$ cat config.mk
export PLATFORM = sky130hd
export DESIGN_NAME = iq_ddr_tx
export DESIGN_NICKNAME = d
export VERILOG_FILES = /design/src/rtl/iqtx_pkg.sv /design/src/rtl/iqtx_byte_seq.sv /design/src/rtl/iqtx_frame_gen.sv /design/src/rtl/iqtx_ddr_out.sv /design/src/rtl/iq_ddr_tx.sv
export SDC_FILE = /design/constraint.sdc
export NUM_CORES = 1
export LEC_CHECK = 0
export BUFFER_PORTS_ARGS = -buffer_cell sky130_fd_sc_hd__buf_2
export CORE_MARGIN = 2
export CORE_UTILIZATION = 56
export DETAILED_ROUTE_END_ITERATION = 10
export PLACE_DENSITY = 0.87
export SYNTH_ARGS = -nofsm -noshare
export SYNTH_HDL_FRONTEND = slang
export SYNTH_HIERARCHICAL = 1
export SYNTH_SLANG_ARGS = --single-unit
$ cat constraint.sdc
create_clock -name clk -period 1.6 [get_ports clk]
set_input_delay 0.08 -clock clk [delete_from_list [all_inputs] [get_ports clk]]
set_output_delay 0.08 -clock clk [all_outputs]
set_load 0.005 [all_outputs]
$ cat src/rtl/iqtx_pkg.sv
package iqtx_pkg;
   typedef enum logic {SLOT_I = 1'b0, SLOT_Q = 1'b1} slot_e;

   function automatic longint dclk_khz(input int chans, input longint ksps,
                                       input int samp_w, input int bus_w);
      return (chans * ksps * samp_w) / (bus_w * 2);
   endfunction
endpackage

$ cat src/rtl/iqtx_byte_seq.sv
module iqtx_byte_seq
   import iqtx_pkg::*;
#(
   parameter int BUS_W = 8,
   parameter int SAMP_W = 2 * BUS_W,
   parameter logic [SAMP_W-1:0] PAT_I = '0,
   parameter logic [SAMP_W-1:0] PAT_Q = '0
) (
   input  logic              clk,
   input  logic              rst_n,
   input  logic              in_valid,
   input  logic [SAMP_W-1:0] in_i,
   input  logic [SAMP_W-1:0] in_q,
   input  logic              pat_en,
   output logic              in_ready,
   output logic [BUS_W-1:0]  nxt_hi,
   output logic [BUS_W-1:0]  nxt_lo,
   output logic              slot_is_q,
   output logic              pat_q_o,
   output logic              under_o
);
   slot_e             slot_r;
   logic [SAMP_W-1:0] held_i, held_q;
   logic              pat_r, under_r;
   logic [SAMP_W-1:0] word;

   assign in_ready = rst_n && (slot_r == SLOT_I) && !pat_en;

   always_comb begin
      if (slot_r == SLOT_I) begin
         if (pat_en)        word = PAT_I;
         else if (in_valid) word = in_i;
         else               word = held_i;
      end else begin
         word = pat_r ? PAT_Q : held_q;
      end
   end

   assign nxt_hi = word[SAMP_W-1:BUS_W];
   assign nxt_lo = word[BUS_W-1:0];

   always_ff @(posedge clk or negedge rst_n) begin
      if (!rst_n) begin
         slot_r  <= SLOT_I;
         held_i  <= '0;
         held_q  <= '0;
         pat_r   <= 1'b0;
         under_r <= 1'b0;
      end else begin
         slot_r <= (slot_r == SLOT_I) ? SLOT_Q : SLOT_I;
         if (slot_r == SLOT_I) begin
            pat_r   <= pat_en;
            under_r <= !pat_en && !in_valid;
            if (!pat_en && in_valid) begin
               held_i <= in_i;
               held_q <= in_q;
            end
         end
      end
   end

   assign slot_is_q = (slot_r == SLOT_Q);
   assign pat_q_o   = pat_r;
   assign under_o   = under_r;

   // ready alternates, never two cycles in a row
   p_ready_alt_r3: assert property (@(posedge clk) disable iff (!rst_n)
      in_ready |=> !in_ready);
   // starved or patterned boundaries leave the held pair untouched
   p_hold_pair_r4: assert property (@(posedge clk) disable iff (!rst_n)
      ((slot_r == SLOT_I) && (!in_valid || pat_en)) |=> ($stable(held_i) && $stable(held_q)));
   // flag rises only after a starved ready cycle
   p_under_src_r5: assert property (@(posedge clk) disable iff (!rst_n)
      $rose(under_r) |-> $past(in_ready && !in_valid));
endmodule

$ cat src/rtl/iqtx_frame_gen.sv
module iqtx_frame_gen #(
   parameter int FRAME_PAIRS = 8,
   parameter int CYC_PER_PAIR = 2
) (
   input  logic clk,
   input  logic rst_n,
   output logic frame_nxt
);
   localparam int FRAME_CYC = FRAME_PAIRS * CYC_PER_PAIR;
   localparam int HALF_CYC = FRAME_CYC / 2;
   localparam int CNT_W = (FRAME_CYC > 1) ? $clog2(FRAME_CYC) : 1;

   logic [CNT_W-1:0] cnt_r;

   always_ff @(posedge clk or negedge rst_n) begin
      if (!rst_n)                                   cnt_r <= '0;
      else if (cnt_r == CNT_W'(FRAME_CYC - 1))      cnt_r <= '0;
      else                                          cnt_r <= cnt_r + 1'b1;
   end

   assign frame_nxt = rst_n && (cnt_r < CNT_W'(HALF_CYC));
endmodule

$ cat src/rtl/iqtx_ddr_out.sv
module iqtx_ddr_out #(
   parameter int BUS_W = 8
) (
   input  logic             clk,
   input  logic             rst_n,
   input  logic [BUS_W-1:0] hi_d,
   input  logic [BUS_W-1:0] lo_d,
   input  logic             frame_d,
   output logic [BUS_W-1:0] lo_q,
   output logic [BUS_W-1:0] pad_data,
   output logic             pad_frame,
   output logic             pad_clk
);
   logic [BUS_W-1:0] hi_r, lo_r;
   logic             frame_r;

   always_ff @(posedge clk or negedge rst_n) begin
      if (!rst_n) begin
         hi_r    <= '0;
         lo_r    <= '0;
         frame_r <= 1'b0;
      end else begin
         hi_r    <= hi_d;
         lo_r    <= lo_d;
         frame_r <= frame_d;
      end
   end

   // dual-edge output stage: high phase shows the rising-edge byte
   assign pad_data  = clk ? hi_r : lo_r;
   assign pad_frame = frame_r;
   assign pad_clk   = clk;
   assign lo_q      = lo_r;
endmodule

$ cat src/rtl/iq_ddr_tx.sv
module iq_ddr_tx
   import iqtx_pkg::*;
#(
   parameter int BUS_W = 8,
   parameter int SRC_W = 12,
   parameter int CHANNELS = 2,
   parameter int FRAME_PAIRS = 8,
   parameter longint SAMPLE_KSPS = 153600,
   parameter longint MAX_DCLK_KHZ = 312500,
   parameter logic [2*BUS_W-1:0] PAT_I = 16'hA53C,
   parameter logic [2*BUS_W-1:0] PAT_Q = 16'h5AC3
) (
   input  logic             clk,
   input  logic             rst_n,
   input  logic             src_valid,
   output logic             src_ready,
   input  logic [SRC_W-1:0] src_i,
   input  logic [SRC_W-1:0] src_q,
   input  logic             pattern_en,
   output logic             dac_dclk,
   output logic [BUS_W-1:0] dac_data,
   output logic             dac_frame,
   output logic             underflow
);
   localparam int SAMP_W = 2 * BUS_W;
   localparam int PAD_W = SAMP_W - SRC_W;
   localparam longint NEED_KHZ = dclk_khz(CHANNELS, SAMPLE_KSPS, SAMP_W, BUS_W);

   generate
      if (SRC_W > SAMP_W || SRC_W < 1)
         $error("iq_ddr_tx: SRC_W must lie in 1..2*BUS_W");
      if (CHANNELS != 2)
         $error("iq_ddr_tx: byte sequencer interleaves exactly two channels");
      if (FRAME_PAIRS < 1)
         $error("iq_ddr_tx: FRAME_PAIRS must be positive");
      if (NEED_KHZ > MAX_DCLK_KHZ)
         $error("iq_ddr_tx: data clock too fast, raise DAC interpolation");
   endgenerate

   logic [SAMP_W-1:0] wide_i, wide_q;
   generate
      if (PAD_W > 0) begin : g_pad
         assign wide_i = {src_i, {PAD_W{1'b0}}};
         assign wide_q = {src_q, {PAD_W{1'b0}}};
      end else begin : g_nopad
         assign wide_i = src_i;
         assign wide_q = src_q;
      end
   endgenerate

   logic [BUS_W-1:0] nxt_hi, nxt_lo, lo_q;
   logic             slot_is_q, pat_q, frame_nxt;

   iqtx_byte_seq #(.BUS_W(BUS_W), .SAMP_W(SAMP_W), .PAT_I(PAT_I), .PAT_Q(PAT_Q)) seq_i (
      .clk(clk), .rst_n(rst_n), .in_valid(src_valid), .in_i(wide_i), .in_q(wide_q),
      .pat_en(pattern_en), .in_ready(src_ready), .nxt_hi(nxt_hi), .nxt_lo(nxt_lo),
      .slot_is_q(slot_is_q), .pat_q_o(pat_q), .under_o(underflow));

   iqtx_frame_gen #(.FRAME_PAIRS(FRAME_PAIRS), .CYC_PER_PAIR(2)) frm_i (
      .clk(clk), .rst_n(rst_n), .frame_nxt(frame_nxt));

   iqtx_ddr_out #(.BUS_W(BUS_W)) ddr_i (
      .clk(clk), .rst_n(rst_n), .hi_d(nxt_hi), .lo_d(nxt_lo), .frame_d(frame_nxt),
      .lo_q(lo_q), .pad_data(dac_data), .pad_frame(dac_frame), .pad_clk(dac_dclk));

   // frame rises while the I bytes of a pair are on the bus
   p_frame_on_i_r6: assert property (@(posedge clk) disable iff (!rst_n)
      $rose(dac_frame) |-> slot_is_q);

   generate
      if (PAD_W > 0 && PAD_W <= BUS_W) begin : g_lsb_chk
         // padded low bits of source words are zero on the bus
         p_lsb_zero_r7: assert property (@(posedge clk) disable iff (!rst_n)
            !pat_q |-> (lo_q[PAD_W-1:0] == '0));
      end
   endgenerate
endmodule

==> results_dict.tcl <==
set metrics [dict create \
    num_io_pins 40 \
    reg2reg_slack_ps 120 \
    use_met2_pct 34.2 \
    yosysMostFrequentCell "dfrtp_1" \
    cp-end-kind "primary output" \
    ys_top_cells_by_area "dfrtp_1 (58%), mux2_2 (14%), mux2i_1 (6.6%)" \
    hp-class "primary input to async pin" \
    gr-total-overflow 0 \
    start_kind "clock port" \
    yosys_warnings 6 \
    postRouteAntennaNets 0 \
    cts_tree "yes" \
    grt_max_degree 35 \
    fillCellCount 229 \
    finalWorstSetupSlack_ps 24.0 \
    outcome "complete, no violations" \
    synth_edf_count 0 \
    routed_via_density 5.41 \
    skew_ps 13.3 \
    dr.pass1.iters 4 \
    synth_common_cells "dfrtp_1 (56), mux2_2 (31), o21ai_0 (17)" \
    vias 1684 \
    die_w_microns 69.9 \
    finalSetupViolations 0 \
    leakagePower_nw 1.54 \
    critPathKind "clock port to primary output" \
    synth_top_cell_by_area "dfrtp_1" \
    drive_gt1_share_pct 39.8 \
    synth_top_area_share_pct 57.6 \
    arrival_ps 1500 \
    coreArea_sq_um 4090 \
    irDropWorstVdd_mv 0.753 \
    r2r-end "seq_i/held_q[6]" \
    rr_worst_depth 4 \
    crit_start "clk" \
    required_ps 1520 \
    die_h_microns 69.9 \
    hold_viol_final 0 \
    drc 0 \
    antenna_found_initial 0 \
    cap_violations 0 \
    grt_pass1_wl_microns 8540 \
    grt_usage_pct 23.0 \
    post_drt_wl_per_cell_microns 16.8 \
    finalWeightedCongestion 0.791 \
    worstReg2RegStart "seq_i/slot_is_q" \
    first_iter_violations 132 \
    wirelength_microns 5240 \
    area_growth_pct 30.9 \
    nets 288 \
    clk_latency_ps 420 \
    top_usage_layer "met2" \
    port_buffers 39 \
    rows 23 \
    hpwl_microns 2900 \
    dieArea_sq_um 4890 \
    synth_cells 171 \
    post-place-ws_ps 226 \
    drv_slew 0 \
    cts.clk_slew.worst_paths_ps 100 \
    syn_area_per_cell_sq_um 14.2 \
    synth_cell_types 24 \
    p_per_area_nw_per_um2 1190 \
    synthArstFlopShare_pct 100 \
    cp-endpoint "dac_data[3]" \
    grtUsageMet1_pct 28.2 \
    netlist_area_sq_um 2430 \
    cp_max_fo 5 \
    synth-seq-cells 56 \
    yosysSeqAreaShare_pct 57.6 \
    synth_flop_cell "dfrtp_1" \
    start_util_pct 59.5 \
    grt_pass1_vias 1816 \
    use_met3_pct 9.52 \
    timing.setup.tns_ps 0 \
    fin_total_pwr_mw 3.80 \
    n_antenna_cell 0 \
]
==> timing repair <==
item | 4_1_cts | 5_1_grt
setup buffers | 2 | 2
hold endpoints to repair | 85 | 0
setup endpoints to repair | 2 | 3
hold buffers | 26 | 0
cloned | 0 | 0
pin swaps | 0 | 0
resized for setup | 2 | 3
==> metal layers <==
metal | up-vias | routed length, microns
li1 | 772 | -
met1 | 854 | 2260
met2 | 45 | 2590
met3 | 13 | 274
met4 | 0 | 121
met5 | - | 0
==> report_power, final <==
part | switching (mW) | total, mW | internal [mW]
logic | 0.143 | 0.347 | 0.204
registers | 0.0835 | 1.66 | 1.57
clock network | 0.779 | 1.79 | 1.01
==> worst min path at each step <==
stage / depth (start not counted) / slack (ps) / endpoint / start
after CTS: 3 / 210 / seq_i/held_q[5] / rst_n
final: 3 / 220 / seq_i/held_q[2] / rst_n
after global placement: 2 / 140 / seq_i/held_q[5] / rst_n
after detailed placement: 2 / 130 / ddr_i/lo_q[5] / rst_n
after global routing: 3 / 230 / ddr_i/hi_r[5] / rst_n
after floorplan: 0 / -220 / ddr_i/hi_r[0] / rst_n
==> flip-flops by register name, indices dropped and copies added, names as in the netlist <==
register / flops
seq_i/held_i: 16
seq_i/held_q: 16
seq_i/pat_q_o: 1
ddr_i/hi_r: 8
frm_i/cnt_r: 4
ddr_i/lo_q: 8
seq_i/slot_is_q: 1
seq_i/under_o: 1
ddr_i/pad_frame: 1
==> worst max-delay path, cell delays in order <==
cell	delay, ps
clkbuf_8	130
clkbuf_16	150
mux2_4	300
buf_6	120
==> kinds of logic after synthesis <==
| kind of cell | after synthesis | synth area share, % |
|---|---|---|
| AOI/OAI and AO/OA | 29 | 7.05 |
| xor gates and xnor gates | 1 | 0.360 |
| adders and majority gates | 1 | 0.514 |
| buffers and inverters | 12 | 3.60 |
| DFF | 56 | 57.6 |
| muxes | 57 | 26.8 |
| other | 1 | 0.154 |
| and+or+nand+nor | 14 | 3.91 |
==> per-stage QoR <==
stage	hold WS (ps)	std cells	area [sq um]	utilization [%]
3_3_place_gp	140	268	2720	66.6
5_1_grt	234	311	3180	77.9
3_5_place_dp	133	268	2720	66.6
4_1_cts	214	309	3160	77.3
2_1_floorplan	-216	182	2470	-
6_report	217	311	3180	77.9
==> cells in the final DEF, fill, tap and decap left out, types with 2 or more instances in the layout <==
master         instances
mux2_1                 2
clkbuf_1               2
dfrtp_1               56
a31oi_1                3
o21ai_0               17
mux2_4                 8
mux2i_1               16
buf_2                 38
a22oi_1                8
conb_1                12
mux2_2                31
buf_6                  2
dlygate4sd3_1         26
clkbuf_8               7
buf_4                 10
nand2b_1               8
==> cell type report <==
| cell class | instances | area, sq um | area share [%] |
|---|---|---|---|
| flip-flops and latches | 56 | 1400 | 44.0 |
| well taps | 50 | 62.6 | 1.97 |
| repair buffers | 66 | 502 | 15.8 |
| clock buffers | 22 | 210 | 6.60 |
| multi-input cells | 114 | 987 | 31.0 |
| clock inverters | 2 | 16.3 | 0.511 |
| inverters | 1 | 3.75 | 0.118 |
No activity file was read; power rests on OpenSTA's default activity.
